==> config.mk <==
export PLATFORM = sky130hd
export DESIGN_NAME = burst_addr_gen
export DESIGN_NICKNAME = d
export VERILOG_FILES = /design/src/rtl/burst_pkg.sv /design/src/rtl/burst_cmd_decode.sv /design/src/rtl/burst_seq_counter.sv /design/src/rtl/burst_addr_gen.sv
export SDC_FILE = /design/constraint.sdc
export NUM_CORES = 1
export LEC_CHECK = 0
export BUFFER_PORTS_ARGS = -buffer_cell sky130_fd_sc_hd__buf_2
export CORE_MARGIN = 1.5
export CORE_UTILIZATION = 47
export CTS_CLUSTER_DIAMETER = 80
export CTS_CLUSTER_SIZE = 30
export DETAILED_ROUTE_END_ITERATION = 8
export GPL_TIMING_DRIVEN = 0
export HOLD_SLACK_MARGIN = 0.03
export PLACE_DENSITY_LB_ADDON = 0.1
export SLEW_MARGIN = 20
export SYNTH_ARGS = -nofsm -noshare
export SYNTH_HDL_FRONTEND = slang
export SYNTH_HIERARCHICAL = 1
export SYNTH_SLANG_ARGS = --single-unit
export TNS_END_PERCENT = 30
==> constraint.sdc <==
create_clock -name clk -period 2.8 [get_ports clk]
set_input_delay 0.28 -clock clk [delete_from_list [all_inputs] [get_ports clk]]
set_output_delay 0.28 -clock clk [all_outputs]
set_load 0.02 [all_outputs]
==> src/rtl/burst_pkg.sv <==
package burst_pkg;

    localparam int BURST_BITS = 2;

    typedef enum logic [1:0] {
        CYC_DESEL = 2'b00,
        CYC_BEGIN = 2'b01,
        CYC_CONT  = 2'b10,
        CYC_SUSP  = 2'b11
    } cyc_e;

    typedef struct packed {
        cyc_e cyc;
        logic wr;
        logic load;
        logic step;
    } cmd_t;

    // low address bits for a given beat of a burst
    function automatic logic [BURST_BITS-1:0] beat_low(
        input logic [BURST_BITS-1:0] start,
        input logic [BURST_BITS-1:0] beat,
        input logic                  interleave
    );
        if (interleave)
            return start ^ beat;
        else
            return start + beat;
    endfunction

endpackage

==> src/rtl/burst_cmd_decode.sv <==
module burst_cmd_decode
    import burst_pkg::*;
#(
    parameter int NUM_BYTES = 8
) (
    input  logic                 proc_strb_n,
    input  logic                 ctrl_strb_n,
    input  logic                 adv_n,
    input  logic                 ce_n,
    input  logic                 ce_hi,
    input  logic                 ce_lo_n,
    input  logic                 gw_n,
    input  logic                 bw_n,
    input  logic [NUM_BYTES-1:0] byte_wr_n,
    input  logic                 active,
    output cmd_t                 cmd
);

    logic proc_hit;
    logic ctrl_hit;
    logic sec_ok;
    logic wr_req;

    assign proc_hit = !proc_strb_n && !ce_n;
    assign ctrl_hit = !ctrl_strb_n;
    assign sec_ok   = ce_hi && !ce_lo_n;
    assign wr_req   = !gw_n || (!bw_n && !(&byte_wr_n));

    always_comb begin
        cmd.cyc  = CYC_DESEL;
        cmd.wr   = 1'b0;
        cmd.load = 1'b0;
        cmd.step = 1'b0;
        if (ctrl_hit && ce_n) begin
            cmd.cyc = CYC_DESEL;
        end else if (proc_hit || ctrl_hit) begin
            if (sec_ok) begin
                cmd.cyc  = CYC_BEGIN;
                cmd.load = 1'b1;
                cmd.wr   = proc_hit ? 1'b0 : wr_req;
            end
        end else if (active) begin
            cmd.wr = wr_req;
            if (!adv_n) begin
                cmd.cyc  = CYC_CONT;
                cmd.step = 1'b1;
            end else begin
                cmd.cyc = CYC_SUSP;
            end
        end
    end

endmodule

==> src/rtl/burst_seq_counter.sv <==
module burst_seq_counter
    import burst_pkg::*;
#(
    parameter int ADDR_W = 20
) (
    input  logic              clk,
    input  logic              rst,
    input  logic              load,
    input  logic              step,
    input  logic              order_il,
    input  logic [ADDR_W-1:0] addr_i,
    output logic [ADDR_W-1:0] addr_o
);

    localparam int UPPER_W = ADDR_W - BURST_BITS;

    logic [ADDR_W-1:0]     base_q;
    logic [BURST_BITS-1:0] beat_q;
    logic                  il_q;

    always_ff @(posedge clk) begin
        if (rst) begin
            base_q <= '0;
            beat_q <= '0;
            il_q   <= 1'b0;
        end else if (load) begin
            base_q <= addr_i;
            beat_q <= '0;
            il_q   <= order_il;
        end else if (step) begin
            beat_q <= beat_q + 1'b1;
        end
    end

    assign addr_o = {base_q[ADDR_W-1 -: UPPER_W],
                     beat_low(base_q[BURST_BITS-1:0], beat_q, il_q)};

    // a continue from the last beat lands back on the start value
    assert_wrap_R5: assert property (@(posedge clk) disable iff (rst)
        (step && !load && beat_q == {BURST_BITS{1'b1}})
            |=> addr_o[BURST_BITS-1:0] == base_q[BURST_BITS-1:0]);

endmodule

==> src/rtl/burst_addr_gen.sv <==
module burst_addr_gen
    import burst_pkg::*;
#(
    parameter int ADDR_W    = 20,
    parameter int NUM_BYTES = 8
) (
    input  logic                 clk,
    input  logic                 rst,
    input  logic [ADDR_W-1:0]    addr_i,
    input  logic                 proc_strb_n,
    input  logic                 ctrl_strb_n,
    input  logic                 adv_n,
    input  logic                 ce_n,
    input  logic                 ce_hi,
    input  logic                 ce_lo_n,
    input  logic                 gw_n,
    input  logic                 bw_n,
    input  logic [NUM_BYTES-1:0] byte_wr_n,
    input  logic                 order_il,
    output logic [ADDR_W-1:0]    addr_o,
    output logic [1:0]           cyc_o,
    output logic                 sel_o,
    output logic                 wr_o
);

    cmd_t cmd;
    cyc_e cyc_q;
    logic wr_q;
    logic active;

    assign active = (cyc_q != CYC_DESEL);

    burst_cmd_decode #(.NUM_BYTES(NUM_BYTES)) u_decode (
        .proc_strb_n (proc_strb_n),
        .ctrl_strb_n (ctrl_strb_n),
        .adv_n       (adv_n),
        .ce_n        (ce_n),
        .ce_hi       (ce_hi),
        .ce_lo_n     (ce_lo_n),
        .gw_n        (gw_n),
        .bw_n        (bw_n),
        .byte_wr_n   (byte_wr_n),
        .active      (active),
        .cmd         (cmd)
    );

    burst_seq_counter #(.ADDR_W(ADDR_W)) u_counter (
        .clk      (clk),
        .rst      (rst),
        .load     (cmd.load),
        .step     (cmd.step),
        .order_il (order_il),
        .addr_i   (addr_i),
        .addr_o   (addr_o)
    );

    always_ff @(posedge clk) begin
        if (rst) begin
            cyc_q <= CYC_DESEL;
            wr_q  <= 1'b0;
        end else begin
            cyc_q <= cmd.cyc;
            wr_q  <= cmd.wr;
        end
    end

    assign cyc_o = cyc_q;
    assign sel_o = active;
    assign wr_o  = wr_q;

    assert_load_R2: assert property (@(posedge clk) disable iff (rst)
        (!ce_n && (!proc_strb_n || !ctrl_strb_n) && ce_hi && !ce_lo_n)
            |=> (cyc_o == 2'b01) && (addr_o == $past(addr_i)));

    assert_upper_hold_R6: assert property (@(posedge clk) disable iff (rst)
        (cyc_o == 2'b10 || cyc_o == 2'b11)
            |-> addr_o[ADDR_W-1:BURST_BITS] == $past(addr_o[ADDR_W-1:BURST_BITS]));

    assert_proc_read_R8: assert property (@(posedge clk) disable iff (rst)
        (!proc_strb_n && !ce_n && ce_hi && !ce_lo_n) |=> !wr_o);

    assert_ctrl_masked_R10: assert property (@(posedge clk) disable iff (rst)
        (!ctrl_strb_n && ce_n) |=> (cyc_o == 2'b00) && !wr_o);

    assert_suspend_R11: assert property (@(posedge clk) disable iff (rst)
        (cyc_o == 2'b11) |-> $stable(addr_o));

    assert_idle_R12: assert property (@(posedge clk) disable iff (rst)
        (!sel_o && ctrl_strb_n && (proc_strb_n || ce_n)) |=> !sel_o);

endmodule

==> implementation parameters, run 1 <==
Parameter                              Value

Synth
  Library cell with the largest summed area after synthesis ... sky130_fd_sc_hd__dfxtp_1
  Fraction of synthesized cell area taken by the top area cell type ... 0.4342
  Net count of the mapped netlist ... 155
  Syn. warnings ... 6
  Top post-synthesis cells by area ... sky130_fd_sc_hd__dfxtp_1 43%, sky130_fd_sc_hd__mux2i_1 18%, sky130_fd_sc_hd__buf_4 11%
  Number of storage elements in the synthesis netlist ... 26
  Post-synthesis average cell area ... 10.42 µm²
  Post-Synthesis Cells ... 115
  Register area share after synthesis ... 0.4342
  Area of the mapped netlist ... 1199 µm²
  Library cells used by synthesis ... 24

Clocking
  Clock insertion delay at the later pin of the skew report ... 0.30 ns
  Number of buffers inserted by post-CTS setup repair ... 0
  Register clock-pin slew on the reported worst setup and hold paths ... 0.13 ns
  Level count of the clock H-tree ... 1
  Total clock sinks ... 26
  Clock tree root driver cell ... sky130_fd_sc_hd__clkbuf_4
  Post-cts hold buffer count ... 0
  # resized after CTS ... 0
  CTS tree ... yes
  Maximum clock path buffer count ... 2
  Number of buffers created by CTS ... 3

Worst setup path
  Worst reg2reg path depth ... 5
  Setup Crit Path Kind ... flip-flop to primary output
  Critical path peak fanout ... 4
  Endpoint arrival time on the critical path ... 1.31 ns
  Critical path endpoint category ... primary output
  Crit start category ... flip-flop
  Flop2flop setup slack ... 1.43 ns
  Capturing point of the worst reg2reg path ... u_counter/beat_q[1]$_SDFFE_PP0P_
  CP Data Required Time ... 2.52 ns
  Start of the worst register-to-register path ... cyc_o[0]$_SDFF_PP0_

Pwr
  Switching Fraction ... 0.2382
  Cell Int Power ... 484.0 µW
  Switching power summed over all nets ... 151.3 µW
  Share of total power in combinational logic ... 0.160
  Worst IR Drop VDD ... 262.2 µV
  Leakage dissipation ... 0.0007956 µW
  Power per standard cell area ... 404.9 nW/µm²
  Clock share of power ... 0.235
  Sequential fraction of design power ... 0.606

Placed design
  Placed instance area ... 1546 µm²
  Number of buffers added on ports ... 62
  HPWL after DPL ... 1.938 mm
  RePlAce Congestion ... 0.6509

Timing
  Final sum of negative setup slack ... 0 ns
  Fmax ... 627.3 MHz
  Setup repair after global routing missed its margin ... no
  Final hold vios ... 0
  Final cycle utilization of the critical path ... 0.5694
  Min cycle time layout ... 1.594 ns
  Worst clock skew ... 0.001343 ns
  Slew headroom ... 0.8373
  Setup-failing EPs final ... 0
  Number of pins exceeding their max-slew limit in the final report ... 0
  Worst Tran Pin Value ... 0.2436 ns

Worst hold path
  Type of the most critical hold path ... input port to flip-flop
  Launch point of the worst hold path ... addr_i[1]
  Worst hold path endpoint ... u_counter/base_q[1]$_SDFFE_PP0P_
  Number of cells on the worst hold path ... 3

Run
  MaxCap Viol Count ... 0

Global routing
  Number of global-route vias before repair ... 844
  Largest net degree at the start of global routing ... 14
  Number of antenna violations at the first check in global routing ... 0
  First-pass GRT wire length ... 3.546 mm
  Congestion Overflow GR ... 0
  Global routing usage summed across all routing layers ... 0.1727

Floorplan
  Horizontal die dimension ... 53.50 µm
  Core Footprint ... 2455 µm²
  Effective utilization at floorplan ... 0.4883
  Area of the die ... 2862 µm²
  Number of standard-cell rows in the floorplan ... 18
  I/O pins ... 63
  DIE HEIGHT ... 53.50 µm

Detailed routing
  Avg Vias per Cell ... 4.548
  DR iter-0 viols ... 3
  Remaining DRCs ... 0
  Post-route ant nets ... 0
  Length of the first detailed-routing pass in iterations ... 4
  Post-Route WL ... 2.359 mm
  Vias after detailed routing ... 955
  Routed wire per std cell ... 11.23 µm

Final layout
  Fraction of final layout cells sized beyond drive strength 1 ... 0.5111
  Growth of design area from synthesis to finish ... 30.90%
  Diode insertion count for antenna repair ... 0
  Most frequent cells in the layout ... 64 x sky130_fd_sc_hd__buf_2, 26 x sky130_fd_sc_hd__dfxtp_1, 21 x sky130_fd_sc_hd__mux2i_1, 21 x sky130_fd_sc_hd__nor2_1, 18 x sky130_fd_sc_hd__buf_4
  Summed area of non-filler cells in the final layout ... 1569 µm²
  Final net count ... 222
  Final core utilization ... 0.6391
  Most common cell after layout, fill and taps aside ... sky130_fd_sc_hd__buf_2

Outcome
  Outcome ... finished clean
routing by layer:
metal	part of all wire	track usage	wire length, µm
met1	0.40	0.1776	934
met5	0	0	0
met2	0.55	0.3292	1308
met4	0.0055	0.07692	13
met3	0.043	0.03672	102
through the flow:
stage / hold WS, ns / worst slack (ns) / power (µW) / std cells
3_5_place_dp: 0.4866 / 1.233 / 495.4 / 207
4_1_cts: 0.1941 / 1.175 / 644.7 / 210
6_report: 0.2029 / 1.206 / 635.4 / 210
3_3_place_gp: 0.4734 / 1.333 / 490.6 / 207
2_1_floorplan: 0.3446 / 1.313 / 450.8 / 115
5_1_grt: 0.1993 / 1.091 / 671.6 / 210
worst max-delay path: stages (launching register included):
cell,delay [ns]
sky130_fd_sc_hd__dfxtp_1,0.41
sky130_fd_sc_hd__ha_1,0.16
sky130_fd_sc_hd__nor2b_1,0.14
sky130_fd_sc_hd__xnor2_1,0.12
sky130_fd_sc_hd__buf_2,0.18
how the worst max path moves through the flow:
stage | slack (ns) | cells past startpoint | start | to
6_report | 1.21 | 4 | u_counter/beat_q[0]$_SDFFE_PP0P_ | addr_o[1]
2_1_floorplan | 1.31 | 5 | cyc_o[1]$_SDFF_PP0_ | u_counter/beat_q[1]$_SDFFE_PP0P_
3_3_place_gp | 1.33 | 7 | ce_n | u_counter/base_q[5]$_SDFFE_PP0P_
4_1_cts | 1.18 | 4 | u_counter/beat_q[0]$_SDFFE_PP0P_ | addr_o[1]
5_1_grt | 1.09 | 4 | u_counter/beat_q[0]$_SDFFE_PP0P_ | addr_o[1]
3_5_place_dp | 1.23 | 7 | ce_n | u_counter/base_q[11]$_SDFFE_PP0P_
Yosys cell counts:
library cell               number
sky130_fd_sc_hd__a31oi_1        1
sky130_fd_sc_hd__nor3b_2        1
sky130_fd_sc_hd__a21bo_1        1
sky130_fd_sc_hd__nor3_2         1
sky130_fd_sc_hd__nor2_1        21
sky130_fd_sc_hd__dfxtp_1       26
sky130_fd_sc_hd__o21bai_1       1
sky130_fd_sc_hd__mux2i_1       21
sky130_fd_sc_hd__xnor2_1        3
sky130_fd_sc_hd__buf_4         18
sky130_fd_sc_hd__buf_2          2
sky130_fd_sc_hd__nor2b_1        5
sky130_fd_sc_hd__a211oi_2       1
sky130_fd_sc_hd__buf_6          1
sky130_fd_sc_hd__ha_1           1
sky130_fd_sc_hd__a21boi_2       1
sky130_fd_sc_hd__or2_1          1
sky130_fd_sc_hd__inv_1          1
sky130_fd_sc_hd__nand3b_1       1
sky130_fd_sc_hd__a21o_1         1
sky130_fd_sc_hd__nand4_1        2
sky130_fd_sc_hd__buf_12         2
sky130_fd_sc_hd__o211a_1        1
sky130_fd_sc_hd__a21oi_1        1
power groups by stage:
stage	clock [µW]	combinational (µW)	sequential, µW
after floorplan	0	58.0	393
after global placement	0	98.4	392
after detailed placement	0	102	393
after CTS	157	103	385
after global routing	175	111	386
final	149	101	385
final cells by class:
cell class                      count  area [µm²]
Tap cell                           30       37.54
Timing Repair Buffer               62       310.3
Sequential cell                    26       520.5
Fill cell                         232       885.9
Multi-Input combinational cell     65       478.0
Buffer                             23       196.4
Inverter                            1       3.754
Clock buffer                        3       22.52
sequential cells by signal (all words and copies together), names as in the netlist:
| signal | count |
|---|---|
| cyc_o | 2 |
| u_counter/base_q | 20 |
| u_counter/beat_q | 2 |
| u_counter/il_q | 1 |
| wr_o | 1 |
kinds of logic after synthesis:
group | after synthesis | share of synthesized area
simple gates | 32 | 0.1326
flops | 26 | 0.4342
buf+inv | 24 | 0.1670
mux | 21 | 0.1754
compound gates | 8 | 0.05846
xor+xnor | 3 | 0.02192
fa+ha+maj | 1 | 0.01044
(Power assumes the default switching activity.)
==> run 2: changes to the inputs <==
--- a/config.mk
+++ b/config.mk
@@ -7,7 +7,7 @@
 export LEC_CHECK = 0
 export BUFFER_PORTS_ARGS = -buffer_cell sky130_fd_sc_hd__buf_2
 export CORE_MARGIN = 1.5
-export CORE_UTILIZATION = 47
+export CORE_UTILIZATION = 44
 export CTS_CLUSTER_DIAMETER = 80
 export CTS_CLUSTER_SIZE = 30
 export DETAILED_ROUTE_END_ITERATION = 8
==> constraint.sdc (replaced) <==
create_clock -name clk -period 1.65 [get_ports clk]
set_input_delay 0.165 -clock clk [delete_from_list [all_inputs] [get_ports clk]]
set_output_delay 0.165 -clock clk [all_outputs]
set_load 0.02 [all_outputs]
==> implementation parameters, run 2 (same netlist as run 1, synthesis figures left out) <==
Parameter                              Value

Timing
  Final sum of negative setup slack ... 0 ns (unchanged)
  Worst clock skew ... 0.0003846 ns (-0.0009580 ns)
  Setup repair after global routing missed its margin ... no
  Fmax ... 669.6 MHz
  Worst Tran Pin Value ... 0.2568 ns (+0.01324 ns)
  Setup ws final ... 0.1566 ns (-1.049 ns)
  Min cycle time layout ... 1.493 ns
  Number of pins exceeding their max-slew limit in the final report ... 0 (unchanged)
  Final cycle utilization of the critical path ... 0.9051
  Setup-failing EPs final ... 0 (unchanged)
  Final hold vios ... 0 (unchanged)
  Slew headroom ... 0.8284 (-0.008843)

Final layout
  Number of standard cells in the final layout excluding fillers ... 210 (unchanged)
  Most frequent cells in the layout ... 64 x sky130_fd_sc_hd__buf_2, 26 x sky130_fd_sc_hd__dfxtp_1, 21 x sky130_fd_sc_hd__mux2i_1, 21 x sky130_fd_sc_hd__nor2_1, 18 x sky130_fd_sc_hd__buf_4
  Fillcell total ... 240 (+3.4%)
  Growth of design area from synthesis to finish ... 30.90% (unchanged)
  Number of flip-flops under the largest register name ... 20 (unchanged)
  Final core utilization ... 0.6220 (-0.01712)
  Final net count ... 222 (unchanged)
  Flip-flop and latch area ... 520.5 µm² (unchanged)
  Diode insertion count for antenna repair ... 0 (unchanged)
  Most common cell after layout, fill and taps aside ... sky130_fd_sc_hd__buf_2
  Fraction of final layout cells sized beyond drive strength 1 ... 0.5111 (unchanged)
  Summed area of non-filler cells in the final layout ... 1569 µm² (unchanged)
  Largest reg by FF count ... u_counter/base_q
  Multi-input logic area ... 478.0 µm² (unchanged)

Worst setup path
  CP Data Required Time ... 1.48 ns (-1.04 ns)
  Longest individual stage delay on the worst path ... 0.42 ns (about the same)
  Buffers plus inverters on the worst setup path ... 1 (unchanged)
  Cell-by-cell listing of the critical path ... ha_1, nor2b_1, xnor2_1, buf_2
  Critical path endpoint category ... primary output
  Setup Crit Path Kind ... flip-flop to primary output
  Worst path top cell family by delay ... flip-flops
  Crit-path slowest cell ... sky130_fd_sc_hd__dfxtp_1
  Critical path peak fanout ... 4 (unchanged)
  Crit start category ... flip-flop
  Endpoint arrival time on the critical path ... 1.33 ns (+0.02 ns)

Clocking
  Post-cts hold buffer count ... 0 (unchanged)
  Number of buffers inserted by post-CTS setup repair ... 0 (unchanged)
  Clock insertion delay at the later pin of the skew report ... 0.30 ns (about the same)
  Number of buffers created by CTS ... 3 (unchanged)
  Register clock-pin slew on the reported worst setup and hold paths ... 0.12 ns (about the same)
  # resized after CTS ... 0 (unchanged)
  Maximum clock path buffer count ... 2 (unchanged)
  Total clock sinks ... 26 (unchanged)
  Level count of the clock H-tree ... 1 (unchanged)
  Clock tree root driver cell ... sky130_fd_sc_hd__clkbuf_4
  CTS tree ... yes

Global routing
  First-pass GRT wire length ... 3.298 mm (-7.0%)
  Congestion Overflow GR ... 0 (unchanged)
  Number of antenna violations at the first check in global routing ... 0 (unchanged)
  Largest net degree at the start of global routing ... 14 (unchanged)
  Number of global-route vias before repair ... 827 (-2.0%)
  Global routing usage summed across all routing layers ... 0.1528 (-0.01989)

Outcome
  Outcome ... finished clean

Placed design
  Number of buffers added on ports ... 62 (unchanged)
  Setup slack after placement ... 0.2327 ns (-1.000 ns)
  RePlAce Congestion ... 0.6702 (+3.0%)
  Placed Cells ... 207 (unchanged)
  HPWL after DPL ... 1.816 mm (-6.3%)
  Placed instance area ... 1546 µm² (unchanged)

Worst hold path
  Type of the most critical hold path ... input port to flip-flop

Run
  MaxCap Viol Count ... 0 (unchanged)

Floorplan
  DIE HEIGHT ... 55.20 µm (+3.2%)
  Number of standard-cell rows in the floorplan ... 18 (unchanged)
  Core Footprint ... 2522 µm² (+2.8%)
  I/O pins ... 63 (unchanged)
  Horizontal die dimension ... 55.20 µm (+3.2%)
  Effective utilization at floorplan ... 0.4752 (-0.01308)
  Area of the die ... 3046 µm² (+6.4%)

Detailed routing
  Avg Vias per Cell ... 4.657 (+2.4%)
  Remaining DRCs ... 0 (unchanged)
  Routed wire per std cell ... 10.61 µm (-5.5%)
  DR iter-0 viols ... 3 (unchanged)
  Length of the first detailed-routing pass in iterations ... 4 (unchanged)
  Vias after detailed routing ... 978 (+2.4%)
  Post-route ant nets ... 0 (unchanged)
  Post-Route WL ... 2.229 mm (-5.5%)

Pwr
  Leakage dissipation ... 0.0007956 µW (unchanged)
  Worst IR Drop VDD ... 625.2 µV (+140%)
  Power per standard cell area ... 681.5 nW/µm² (+68%)
-- run 2: cell counts in the layout (fill, tap and decap cells not counted) --
Identical to the previous run, type by type.
-- run 2: final cells by class --
class / count / area share
inverter: 1 / 0.002392
tap: 30 / 0.02392
multi-input combinational: 65 / 0.3046
buffer: 23 / 0.1252
timing repair buffer: 62 / 0.1978
sequential: 26 / 0.3317
clock buffer: 3 / 0.01435
-- run 2: power breakdown --
group | switching [µW] | total [µW] | internal (µW)
logic | 78.9 | 171 | 91.9
registers | 8.58 | 653 | 644
clock network | 161 | 246 | 85.0
-- run 2: worst reg2reg max path, delay by kind of cell, from the launching register on --
| kind | cells | cell delay, ns |
|---|---|---|
| AO/OA/AOI/OAI | 2 | 0.40 |
| flip-flops | 1 | 0.36 |
| AND/OR/NAND/NOR | 3 | 0.53 |
-- run 2: final timing paths --
check                           slack (ns)                               from  depth (start not counted)                                end
worst max-delay path                  0.16   u_counter/beat_q[0]$_SDFFE_PP0P_                          4                          addr_o[1]
worst min-delay path                  0.09                          addr_i[1]                          3   u_counter/base_q[1]$_SDFFE_PP0P_
worst max register to register        0.31                cyc_o[0]$_SDFF_PP0_                          5   u_counter/beat_q[1]$_SDFFE_PP0P_
worst min register to register        0.51  u_counter/base_q[12]$_SDFFE_PP0P_                          2  u_counter/base_q[12]$_SDFFE_PP0P_
-- run 2: per-stage QoR --
stage,total power [µW],hold slack [ns]
after CTS,1093,0.07695
after detailed placement,839.9,0.4100
after global routing,1137,0.08173
after global placement,833.9,0.3989
final,1069,0.08996
after floorplan,765.0,0.2296
-- run 2: per-layer routing --
metal | track usage | part of all wire | vias up
met5 | 0 | 0 | -
met4 | 0.06098 | 0.0067 | 0
met3 | 0.03226 | 0.085 | 2
met2 | 0.2778 | 0.50 | 42
met1 | 0.1725 | 0.41 | 439
li1 | - | - | 495
==> run 3: changes to the inputs <==
--- a/config.mk
+++ b/config.mk
@@ -13,7 +13,7 @@
 export DETAILED_ROUTE_END_ITERATION = 8
 export GPL_TIMING_DRIVEN = 0
 export HOLD_SLACK_MARGIN = 0.03
-export PLACE_DENSITY_LB_ADDON = 0.1
+export PLACE_DENSITY_LB_ADDON = 0.2
 export SLEW_MARGIN = 20
 export SYNTH_ARGS = -nofsm -noshare
 export SYNTH_HDL_FRONTEND = slang
==> implementation parameters, run 3 (same netlist as run 1, synthesis figures left out) <==
Parameter                              Value

Timing
  Setup repair after global routing missed its margin ... no
  Final cycle utilization of the critical path ... 0.9171 (+0.01207)
  Worst clock skew ... 0.001083 ns (+0.0006984 ns)
  Setup-failing EPs final ... 0 (unchanged)
  Final sum of negative setup slack ... 0 ns (unchanged)
  Fmax ... 660.8 MHz (-1.3%)
  Worst Tran Pin Value ... 0.2775 ns (+0.02072 ns)
  Min cycle time layout ... 1.513 ns (+0.01992 ns)
  Final hold vios ... 0 (unchanged)
  Number of pins exceeding their max-slew limit in the final report ... 0 (unchanged)
  Slew headroom ... 0.8146 (-0.01384)

Clocking
  Level count of the clock H-tree ... 1 (unchanged)
  Number of buffers created by CTS ... 3 (unchanged)
  CTS tree ... yes
  Clock tree root driver cell ... sky130_fd_sc_hd__clkbuf_4
  Number of buffers inserted by post-CTS setup repair ... 0 (unchanged)
  # resized after CTS ... 0 (unchanged)
  Post-cts hold buffer count ... 0 (unchanged)
  Total clock sinks ... 26 (unchanged)
  Clock insertion delay at the later pin of the skew report ... 0.31 ns (about the same)
  Maximum clock path buffer count ... 2 (unchanged)
  Register clock-pin slew on the reported worst setup and hold paths ... 0.13 ns (about the same)

Floorplan
  I/O pins ... 63 (unchanged)
  Effective utilization at floorplan ... 0.4752 (unchanged)
  Area of the die ... 3046 µm² (unchanged)
  Horizontal die dimension ... 55.20 µm (unchanged)
  DIE HEIGHT ... 55.20 µm (unchanged)
  Core Footprint ... 2522 µm² (unchanged)
  Number of standard-cell rows in the floorplan ... 18 (unchanged)

Worst setup path
  Endpoint arrival time on the critical path ... 1.35 ns (+0.02 ns)
  Capturing point of the worst reg2reg path ... u_counter/beat_q[1]$_SDFFE_PP0P_
  Crit start category ... flip-flop
  Crit-path slowest cell ... sky130_fd_sc_hd__dfxtp_1
  Crit. path cell count ... 4 (unchanged)
  Worst reg2reg path depth ... 5 (unchanged)
  Cell-by-cell listing of the critical path ... ha_1, nor2b_1, xnor2_1, buf_2
  Setup Crit Path Kind ... flip-flop to primary output
  CP Data Required Time ... 1.48 ns (about the same)
  Worst path top cell family by delay ... flip-flops
  Start of the worst register-to-register path ... cyc_o[1]$_SDFF_PP0_
  Longest individual stage delay on the worst path ... 0.42 ns (about the same)
  Buffers plus inverters on the worst setup path ... 1 (unchanged)
  Critical path endpoint category ... primary output
  Critical path peak fanout ... 4 (unchanged)
  Flop2flop setup slack ... 0.30 ns (about the same)

Outcome
  Outcome ... finished clean

Detailed routing
  Length of the first detailed-routing pass in iterations ... 3 (-1)
  Remaining DRCs ... 0 (unchanged)
  DR iter-0 viols ... 4 (+1)
  Post-route ant nets ... 0 (unchanged)
  Routed wire per std cell ... 10.51 µm (-1.0%)
  Post-Route WL ... 2.217 mm (-0.54%)
  Avg Vias per Cell ... 4.512 (-3.1%)
  Vias after detailed routing ... 952 (-2.7%)

Pwr
  Clock share of power ... 0.273 (+0.043)
  Worst IR Drop VDD ... 473.3 µV (-24%)
  Switching power summed over all nets ... 261.4 µW (+5.4%)
  Switching Fraction ... 0.2308 (-0.001173)
  Power per standard cell area ... 715.5 nW/µm² (+5.0%)
  Sequential fraction of design power ... 0.577 (-0.034)
  Share of total power in combinational logic ... 0.151 (-0.009)
  Cell Int Power ... 871.0 µW (+6.1%)
  Leakage dissipation ... 0.0008028 µW (+0.90%)
  Total power draw ... 1132 µW (+5.9%)

Worst hold path
  Type of the most critical hold path ... input port to flip-flop
  Number of cells on the worst hold path ... 3 (unchanged)
  Worst hold path endpoint ... u_counter/base_q[7]$_SDFFE_PP0P_
  Launch point of the worst hold path ... addr_i[7]

Final layout
  Most common cell after layout, fill and taps aside ... sky130_fd_sc_hd__buf_2
  Fraction of final layout cells sized beyond drive strength 1 ... 0.5138 (+0.002701)
  Final net count ... 222 (unchanged)
  Growth of design area from synthesis to finish ... 32.05%
  Number of standard cells in the final layout excluding fillers ... 211 (+0.48%)
  Final core utilization ... 0.6275 (+0.005456)
  Most frequent cells in the layout ... 64 x sky130_fd_sc_hd__buf_2, 26 x sky130_fd_sc_hd__dfxtp_1, 21 x sky130_fd_sc_hd__mux2i_1, 21 x sky130_fd_sc_hd__nor2_1, 18 x sky130_fd_sc_hd__buf_4
  Diode insertion count for antenna repair ... 0 (unchanged)
  Number of flip-flops under the largest register name ... 20 (unchanged)
  Largest reg by FF count ... u_counter/base_q

Global routing
  Largest net degree at the start of global routing ... 15 (+1)
  Number of antenna violations at the first check in global routing ... 0 (unchanged)
  Number of global-route vias before repair ... 886 (+7.1%)
  Congestion Overflow GR ... 0 (unchanged)
  Global routing usage summed across all routing layers ... 0.1622 (+0.009390)
  First-pass GRT wire length ... 3.498 mm (+6.1%)

Placed design
  RePlAce Congestion ... 0.6168 (-8.0%)
  Number of buffers added on ports ... 62 (unchanged)
  Placed Cells ... 207 (unchanged)
  HPWL after DPL ... 1.820 mm (+0.21%)

Run
  MaxCap Viol Count ... 0 (unchanged)
## run 3: changes by cell type in the layout (fill, tap and decap cells not counted)
cell,change
sky130_fd_sc_hd__clkbuf_8,+1
## run 3: power groups by stage
stage	registers (µW)	logic (µW)	clock network [µW]
6_report	653	170	309
3_3_place_gp	666	168	0
2_1_floorplan	666	98.5	0
3_5_place_dp	667	172	0
5_1_grt	655	190	349
4_1_cts	653	173	329
## run 3: cell type report
type                       instances  area, µm²
timing repair buffer              62      310.3
multi-input combinational         65      478.0
sequential                        26      520.5
fill                             239      939.7
clock buffer                       4      36.28
tap                               30      37.54
buffer                            23      196.4
inverter                           1      3.754
## run 3: worst max-delay path by stage
stage                                         to                             start
2_1_floorplan   u_counter/beat_q[1]$_SDFFE_PP0P_               cyc_o[1]$_SDFF_PP0_
3_3_place_gp   u_counter/base_q[19]$_SDFFE_PP0P_                              ce_n
3_5_place_dp   u_counter/base_q[14]$_SDFFE_PP0P_                              ce_n
4_1_cts                                addr_o[1]  u_counter/beat_q[0]$_SDFFE_PP0P_
5_1_grt                                addr_o[1]  u_counter/beat_q[0]$_SDFFE_PP0P_
6_report                               addr_o[1]  u_counter/beat_q[0]$_SDFFE_PP0P_
## run 3: through the flow
stage	area, µm²	worst slack [ns]	hold slack [ns]
after floorplan	1199	0.1625	0.2296
after global placement	1546	0.2960	0.3982
after detailed placement	1546	0.2625	0.4088
after CTS	1583	0.1061	0.06517
after global routing	1583	0.04267	0.06359
final	1583	0.1367	0.08206
## run 3: worst reg2reg max path, delay by kind of cell, from the launching register on
kind / cells / cell delay [ns]
AOI/OAI and AO/OA: 2 / 0.41
and+or+nand+nor: 3 / 0.53
DFF: 1 / 0.35
## run 3: layer usage
| metal | track usage | part of all wire | vias to the layer above |
|---|---|---|---|
| li1 | - | - | 498 |
| met2 | 0.3075 | 0.51 | 38 |
| met1 | 0.1720 | 0.41 | 414 |
| met5 | 0 | 0 | - |
| met3 | 0.02957 | 0.079 | 2 |
| met4 | 0.07317 | 0.0045 | 0 |
